`src/rtl/npc_pkg.sv`:
```
package npc_pkg;

  typedef enum logic [3:0] {
    FK_SEQ   = 4'd0,
    FK_BZ    = 4'd1,
    FK_BNZ   = 4'd2,
    FK_BFT   = 4'd3,
    FK_BFF   = 4'd4,
    FK_JMP   = 4'd5,
    FK_JMPL  = 4'd6,
    FK_JREG  = 4'd7,
    FK_JREGL = 4'd8
  } flow_kind_e;

  typedef struct packed {
    logic take;
    logic reg_jump;
    logic link;
    logic long_off;
  } flow_dec_t;

endpackage

```
`src/rtl/npc_cond.sv`:
```
module npc_cond
  import npc_pkg::*;
#(
  parameter int XLEN = 32
) (
  input  logic [3:0]      kind_i,
  input  logic [XLEN-1:0] test_val_i,
  input  logic            fp_flag_i,
  output flow_dec_t       dec_o
);

  logic reg_is_zero;

  function automatic logic all_zero(input logic [XLEN-1:0] v);
    return (v == '0);
  endfunction

  assign reg_is_zero = all_zero(test_val_i);

  always_comb begin
    dec_o = '0;
    case (flow_kind_e'(kind_i))
      FK_BZ:    dec_o.take = reg_is_zero;
      FK_BNZ:   dec_o.take = !reg_is_zero;
      FK_BFT:   dec_o.take = fp_flag_i;
      FK_BFF:   dec_o.take = !fp_flag_i;
      FK_JMP:   begin dec_o.take = 1'b1; dec_o.long_off = 1'b1; end
      FK_JMPL:  begin dec_o.take = 1'b1; dec_o.long_off = 1'b1; dec_o.link = 1'b1; end
      FK_JREG:  begin dec_o.take = 1'b1; dec_o.reg_jump = 1'b1; end
      FK_JREGL: begin dec_o.take = 1'b1; dec_o.reg_jump = 1'b1; dec_o.link = 1'b1; end
      default:  dec_o = '0;
    endcase
  end


  reg_jump_taken_chk: assert final (!dec_o.reg_jump || dec_o.take);

  link_only_taken_chk: assert final (!dec_o.link || dec_o.take);

endmodule

```
`src/rtl/npc_target.sv`:
```
module npc_target #(
  parameter int XLEN       = 32,
  parameter int BOFF_W     = 16,
  parameter int JOFF_W     = 26,
  parameter int INSN_BYTES = 4
) (
  input  logic [XLEN-1:0]   pc_i,
  input  logic [JOFF_W-1:0] offset_i,
  input  logic [XLEN-1:0]   reg_target_i,
  input  logic              long_off_i,
  input  logic              reg_jump_i,
  output logic [XLEN-1:0]   seq_pc_o,
  output logic [XLEN-1:0]   jump_pc_o,
  output logic              unaligned_o
);

  localparam int ALIGN_W = $clog2(INSN_BYTES);
  localparam logic [XLEN-1:0] STEP = XLEN'(INSN_BYTES);

  function automatic logic [XLEN-1:0] sext_short(input logic [BOFF_W-1:0] v);
    return {{(XLEN-BOFF_W){v[BOFF_W-1]}}, v};
  endfunction

  function automatic logic [XLEN-1:0] sext_long(input logic [JOFF_W-1:0] v);
    return {{(XLEN-JOFF_W){v[JOFF_W-1]}}, v};
  endfunction

  function automatic logic [XLEN-1:0] wrap_add(input logic [XLEN-1:0] a,
                                               input logic [XLEN-1:0] b);
    return a + b;
  endfunction

  logic [XLEN-1:0] disp;
  logic [XLEN-1:0] rel_pc;

  assign seq_pc_o = wrap_add(pc_i, STEP);
  assign disp     = long_off_i ? sext_long(offset_i) : sext_short(offset_i[BOFF_W-1:0]);
  assign rel_pc   = wrap_add(seq_pc_o, disp);

  generate
    if (ALIGN_W > 0) begin : g_align
      assign unaligned_o = reg_jump_i && (reg_target_i[ALIGN_W-1:0] != '0);
    end else begin : g_noalign
      assign unaligned_o = 1'b0;
    end
  endgenerate

  assign jump_pc_o = reg_jump_i ? reg_target_i : rel_pc;

endmodule

```
`src/rtl/npc_unit.sv`:
```
module npc_unit
  import npc_pkg::*;
#(
  parameter int XLEN       = 32,
  parameter int BOFF_W     = 16,
  parameter int JOFF_W     = 26,
  parameter int INSN_BYTES = 4,
  parameter int RIDX_W     = 5,
  parameter int LINK_REG   = 31
) (
  input  logic              clk,
  input  logic              rst_n,
  input  logic              in_valid,
  input  logic [XLEN-1:0]   pc,
  input  logic [3:0]        kind,
  input  logic [JOFF_W-1:0] offset,
  input  logic [XLEN-1:0]   test_val,
  input  logic [XLEN-1:0]   reg_target,
  input  logic              fp_flag,
  output logic              out_valid,
  output logic [XLEN-1:0]   next_pc,
  output logic              taken,
  output logic              link_we,
  output logic [RIDX_W-1:0] link_idx,
  output logic [XLEN-1:0]   link_val,
  output logic              misaligned
);

  flow_dec_t       dec;
  logic [XLEN-1:0] seq_pc;
  logic [XLEN-1:0] jump_pc;
  logic            unaligned;
  logic [XLEN-1:0] chosen_pc;

  npc_cond #(.XLEN(XLEN)) u_cond (
    .kind_i     (kind),
    .test_val_i (test_val),
    .fp_flag_i  (fp_flag),
    .dec_o      (dec)
  );

  npc_target #(
    .XLEN(XLEN), .BOFF_W(BOFF_W), .JOFF_W(JOFF_W), .INSN_BYTES(INSN_BYTES)
  ) u_target (
    .pc_i         (pc),
    .offset_i     (offset),
    .reg_target_i (reg_target),
    .long_off_i   (dec.long_off),
    .reg_jump_i   (dec.reg_jump),
    .seq_pc_o     (seq_pc),
    .jump_pc_o    (jump_pc),
    .unaligned_o  (unaligned)
  );

  assign chosen_pc = dec.take ? jump_pc : seq_pc;
  assign link_idx  = RIDX_W'(LINK_REG);

  always_ff @(posedge clk) begin
    if (!rst_n) begin
      out_valid  <= 1'b0;
      next_pc    <= '0;
      taken      <= 1'b0;
      link_we    <= 1'b0;
      link_val   <= '0;
      misaligned <= 1'b0;
    end else begin
      out_valid  <= in_valid;
      next_pc    <= chosen_pc;
      link_val   <= seq_pc;
      taken      <= in_valid && dec.take;
      link_we    <= in_valid && dec.link;
      misaligned <= in_valid && unaligned;
    end
  end


  idle_quiet_chk: assert property (@(posedge clk) disable iff (!rst_n)
    !out_valid |-> (!taken && !link_we && !misaligned));


  fallthrough_chk: assert property (@(posedge clk) disable iff (!rst_n)
    (out_valid && !taken) |-> (next_pc == link_val && !link_we));


  link_value_chk: assert property (@(posedge clk) disable iff (!rst_n)
    (out_valid && link_we) |-> (link_val == $past(pc) + XLEN'(INSN_BYTES) && taken));


  misaligned_taken_chk: assert property (@(posedge clk) disable iff (!rst_n)
    misaligned |-> (taken && next_pc[1:0] != 2'b00));


  valid_follow_chk: assert property (@(posedge clk) disable iff (!rst_n)
    in_valid |=> out_valid);

endmodule

```
`config.mk`:
```
export PLATFORM = sky130hd
export DESIGN_NAME = npc_unit
export DESIGN_NICKNAME = d
export VERILOG_FILES = /design/src/rtl/npc_pkg.sv /design/src/rtl/npc_cond.sv /design/src/rtl/npc_target.sv /design/src/rtl/npc_unit.sv
export SDC_FILE = /design/constraint.sdc
export NUM_CORES = 1
export LEC_CHECK = 0
export BUFFER_PORTS_ARGS = -buffer_cell sky130_fd_sc_hd__buf_2
export CAP_MARGIN = 20
export CELL_PAD_IN_SITES_DETAIL_PLACEMENT = 1
export CELL_PAD_IN_SITES_GLOBAL_PLACEMENT = 1
export CORE_MARGIN = 2
export CORE_UTILIZATION = 36
export DETAILED_ROUTE_END_ITERATION = 12
export PLACE_DENSITY = 0.94
export SLEW_MARGIN = 25
export SYNTH_ARGS = -nofsm -noshare
export SYNTH_HDL_FRONTEND = slang
export SYNTH_HIERARCHICAL = 1
export SYNTH_SLANG_ARGS = --single-unit
```
`constraint.sdc`:
```
create_clock -name clk -period 5.1 [get_ports clk]
set_input_delay 0.765 -clock clk [delete_from_list [all_inputs] [get_ports clk]]
set_output_delay 0.765 -clock clk [all_outputs]
set_load 0.01 [all_outputs]
```
==> flow_summary.json, run 1 <==
{
  "dr.pass1.iters": 4,
  "worst-path-buf-inv": 2,
  "setup_viol": 0,
  "async_flop_share": 0,
  "cts_setup_buffers": 0,
  "rsz0062_at_grt": "false",
  "cts_hold_buf": 0,
  "clk_pin_slew_ps": 60,
  "ys_warn_count": 6,
  "clockBufferDepth": 2,
  "die_h_um": 126,
  "tightest_slew_ps": 928,
  "nFillCells": 1812,
  "crit_chain": "buf_2, ha_1, nand3_1, nor4_1, buf_4, nand4_1, xnor2_1, ha_1, o21a_1, o21a_1, nor4b_1, nor3_1, a31oi_1, a41o_2, a311oi_4, a2111oi_2, a221oi_2, mux2i_1, nor2b_1",
  "cp_max_fo": 6,
  "drc_errors": 0,
  "io_buffers": 197,
  "critical_path.max_stage_delay_ps": 460,
  "ir_worst_vdd_mv": 0.153,
  "drt-total-wl_um": 18200,
  "finalHoldViolations": 0,
  "multi_input_area_mm2": 0.00366,
  "core-area_mm2": 0.0145,
  "avgSynthCellArea_um2": 8.37,
  "whs_path_depth": 2,
  "cp-start-kind": "primary input",
  "syn_area_mm2": 0.00532,
  "hold_path.class": "primary input to flip-flop",
  "grt_start_max_net_pins": 69,
  "die_w_um": 126,
  "synth-edff-count": 0,
  "ys_types": 72,
  "synth_most_common_cell": "dfxtp_1",
  "crit_arrival_ps": 4790,
  "min_period_ps": 4550,
  "grt_pass1_vias": 5639,
  "start_util": 0.368,
  "place_inst": 994,
  "grt_usage": 0.228,
  "synth_seq_area_share": 0.256,
  "clock-root-buffer": "clkbuf_16",
  "synth_common_cells": "dfxtp_1, nand2_1, xnor2_1, nor2b_1, and2_1",
  "pin_count": 203,
  "dieArea_mm2": 0.0158,
  "relSlewSlack": 0.381,
  "dp_hpwl_um": 14100,
  "rows": 44,
  "worst_ep_required_time_ps": 5340,
  "fin_crit_sh": 0.892,
  "htree_num_levels": 3,
  "crit_path_end_kind": "flip-flop",
  "cts_tree": "done",
  "regArea_mm2": 0.00136,
  "grt_pass1_wl_um": 28800,
  "routedWlPerCell_um": 18.1,
  "fmax_mhz": 220,
  "yosys-top-cells-area": "dfxtp_1, ha_1, xnor2_1",
  "crit_family": "compound AO/OA/AOI/OAI gates",
  "vias_per_cell": 5.36,
  "yosysTopAreaCell": "dfxtp_1",
  "routabilityCongestion": 0.849,
  "numCtsBuffers": 9,
  "drt-initial-drc-count": 288,
  "cap_violations": 0,
  "drive_above_1_share": 0.288,
  "status": "complete, no violations",
  "netlist_instances": 636,
  "antenna_found_initial": 0,
  "area_delta_synth_final_pct": 25.7,
  "drv_slew": 0,
  "power_density_mw_per_mm2": 286,
  "synth-main-ff-cell": "dfxtp_1",
  "final_nets": 984,
  "synth.top_cell.area_share": 0.256,
  "crit_slowest_cell": "ha_1",
  "ant_nets": 0,
  "path_depth": 19,
  "path_class": "primary input to flip-flop",
  "diodes": 0,
  "finalNonFillerCells": 1010,
  "cts.sinks": 68,
  "finalSetupTns_ps": 0,
  "overflow": 0,
  "cts_resized": 0,
  "total_leakage_power_nw": 3.14,
  "vias": 5418,
  "ys_seq_elements": 68
}
## per-stage QoR
step	util	cell area [um2]	power [mW]	setup WS, ps	hold WS, ps
global placement	0.439	6360	1.18	487	1010
CTS	0.462	6690	1.93	633	653
finish	0.462	6690	1.91	549	663
detailed placement	0.439	6360	1.21	320	1010
floorplan	-	5340	1.02	956	887
global route	0.462	6690	2.01	253	685
## routing by layer
metal  vias to the layer above  track usage  wire length (um)
li1                       2600            -                 -
met1                      2586        0.270              7720
met2                       185        0.395              8950
met3                        47       0.0441              1020
met4                         0        0.109               560
met5                         -            0                 0
## placed cells by master, fill, tap and decap left out, types with 5 or more instances in the layout
cell type,count
inv_1,21
xnor2_1,38
a31oi_1,6
nand4_1,12
nand2b_1,9
buf_4,7
ha_1,32
nand3_1,11
buf_2,196
a21o_1,15
nor3_1,10
mux2i_1,33
a21oi_1,23
and2_1,36
xor2_1,24
conb_1,5
o21a_1,6
a211oi_1,7
nor2_1,28
nand2_1,62
dfxtp_1,68
nor2b_1,37
nor4_1,12
and3_1,7
clkbuf_16,9
o21ai_0,33
## flip-flops by register name, summed over array words and instances, names as in the netlist
name,flops
link_val,32
link_we,1
misaligned,1
next_pc,32
out_valid,1
taken,1
## final timing paths
kind | startpoint | end | slack, ps
max | pc[2] | next_pc[29] | 550
min | pc[0] | link_val[0] | 660
## where the power goes
part           leakage (nW)  total, mW  switching [mW]  internal [mW]
sequential            0.566      0.588          0.0111          0.577
clock                 0.151      0.700           0.259          0.441
combinational          2.42      0.624           0.353          0.272
## final cells by class
| cell class | count | share of cell area |
|---|---|---|
| Tap cell | 184 | 0.0344 |
| Inverter | 21 | 0.0118 |
| Timing Repair Buffer | 203 | 0.154 |
| Sequential cell | 68 | 0.203 |
| Clock buffer | 10 | 0.0357 |
| Clock inverter | 6 | 0.0131 |
| Multi-Input combinational cell | 518 | 0.547 |
## cell families (layout without fill, tap and decap cells)
logic type | count (synthesis) | after routing | share of synthesized area
simple gates | 250 | 250 | 0.260
compound gates | 129 | 129 | 0.166
flops | 68 | 68 | 0.256
xor+xnor | 64 | 64 | 0.110
buf+inv | 54 | 240 | 0.0590
mux | 36 | 36 | 0.0684
fa+ha+maj | 34 | 34 | 0.0809
other cells | 1 | 5 | 0.000705
(Power assumes the default switching activity.)
==> run 2: changes to the inputs <==
Settings changed: CORE_MARGIN 2 to default, CORE_UTILIZATION 36 to 37, CTS_BUF_LIST from default to sky130_fd_sc_hd__clkbuf_4 sky130_fd_sc_hd__clkbuf_8, PLACE_DENSITY 0.94 to 0.95.
==> flow_summary.json, run 2 (synthesized netlist as in run 1, its figures left out) <==
{
  "cp_max_fo": 6,
  "place_ws_ps": 257,
  "final_nets": 984,
  "htree_num_levels": 3,
  "routedWlPerCell_um": 17.7,
  "fin_crit_sh": 0.906,
  "tightest_slew_ps": 945,
  "clkPwrFrac": 0.282,
  "cts_resized": 0,
  "reg_top3": "link_val: 32 flops, next_pc: 32 flops",
  "cap_violations": 0,
  "die_w_um": 122,
  "antenna_found_initial": 0,
  "crit_start": "pc[2]",
  "rsz0062_at_grt": "false",
  "grt_pass1_wl_um": 28000,
  "power_density_mw_per_mm2": 257,
  "stdcell_area_mm2": 0.00656,
  "p_sw_uw": 582,
  "io_buffers": 197,
  "crit_arrival_ps": 4880,
  "drive_above_1_share": 0.288,
  "seq_power_share": 0.350,
  "crit_path_end_kind": "flip-flop",
  "cts_setup_buffers": 0,
  "vias": 5417,
  "finalSetupTns_ps": 0,
  "cts.sinks": 68,
  "min_period_ps": 4620,
  "final_cell_mix": "buf_2, dfxtp_1, nand2_1",
  "rows": 43,
  "ant_nets": 0,
  "path_class": "primary input to flip-flop",
  "drv_slew": 0,
  "area_delta_synth_final_pct": 23.3,
  "setup_ws_ps": 479,
  "dr.pass1.iters": 5,
  "ir_worst_vdd_mv": 0.115,
  "grt_start_max_net_pins": 69,
  "routabilityCongestion": 0.848,
  "diodes": 0,
  "post_dp_cell_area_mm2": 0.00636,
  "grt_usage": 0.242,
  "die_h_um": 122,
  "grt_pass1_vias": 5535,
  "hold_start": "pc[0]",
  "finalNonFillerCells": 1006,
  "timing.hold.ws_ps": 659,
  "fmax_mhz": 216,
  "clock-root-buffer": "clkbuf_8",
  "core-area_mm2": 0.0139,
  "clockBufferDepth": 2,
  "hold_path.class": "primary input to flip-flop",
  "worst_ep_required_time_ps": 5360,
  "total_leakage_power_nw": 3.09,
  "vias_per_cell": 5.38,
  "drt-total-wl_um": 17800,
  "drt-initial-drc-count": 267,
  "cts_hold_buf": 0,
  "pin_count": 203,
  "status": "complete, no violations",
  "numCtsBuffers": 9,
  "p_sw_frac": 0.345,
  "place_inst": 990,
  "internal-power_mw": 1.10,
  "start_util": 0.382,
  "relSlewSlack": 0.370,
  "dieArea_mm2": 0.0149,
  "cts_tree": "done",
  "p_comb_frac": 0.368,
  "overflow": 0,
  "finalHoldViolations": 0,
  "final_common_cell": "buf_2",
  "dp_hpwl_um": 13900,
  "drc_errors": 0,
  "clk_pin_slew_ps": 70,
  "cp-start-kind": "primary input",
  "setup_viol": 0
}
==> run 2: final cells by class <==
cell class / count / area, um2
Clock inverter: 4 / 47.5
Timing Repair Buffer: 203 / 1030
Multi-Input combinational cell: 518 / 3660
Fill cell: 1770 / 7370
Sequential cell: 68 / 1360
Clock buffer: 12 / 159
Inverter: 21 / 78.8
Tap cell: 180 / 225
==> run 2: metal layers <==
layer | share of wire | vias up | global-route usage
met5 | 0 | - | 0
met4 | 0.015 | 0 | 0.0772
met3 | 0.058 | 22 | 0.0492
li1 | - | 2606 | -
met1 | 0.43 | 2611 | 0.297
met2 | 0.50 | 178 | 0.419
==> run 2: final timing paths <==
| path | slack (ps) | endpoint | cells past startpoint |
|---|---|---|---|
| setup / recovery | 480 | next_pc[29] | 19 |
| hold / removal | 660 | link_val[0] | 2 |
==> run 2: critical path, cell delays in order <==
cell       delay (ps)
buf_2             130
ha_1              200
nand3_1           280
nor4_1            320
buf_4             200
nand4_1           120
xnor2_1           190
ha_1              440
o21a_1            180
o21a_1            140
nor4b_1           310
nor3_1            120
a31oi_1           340
a41o_2            310
a311oi_4          150
a2111oi_2         430
a221oi_2           50
mux2i_1           160
nor2b_1            60
==> run 2: stage by stage <==
step	util	total power, mW
2_1_floorplan	-	1.02
3_3_place_gp	0.456	1.18
3_5_place_dp	0.456	1.21
4_1_cts	0.471	1.70
5_1_grt	0.471	1.79
6_report	0.471	1.69
==> run 2: power groups by stage <==
stage	logic (mW)	registers [mW]	clock network, mW
after floorplan	0.394	0.624	0
after global placement	0.584	0.600	0
after detailed placement	0.610	0.601	0
after CTS	0.620	0.590	0.487
after global routing	0.681	0.593	0.514
final	0.621	0.589	0.475
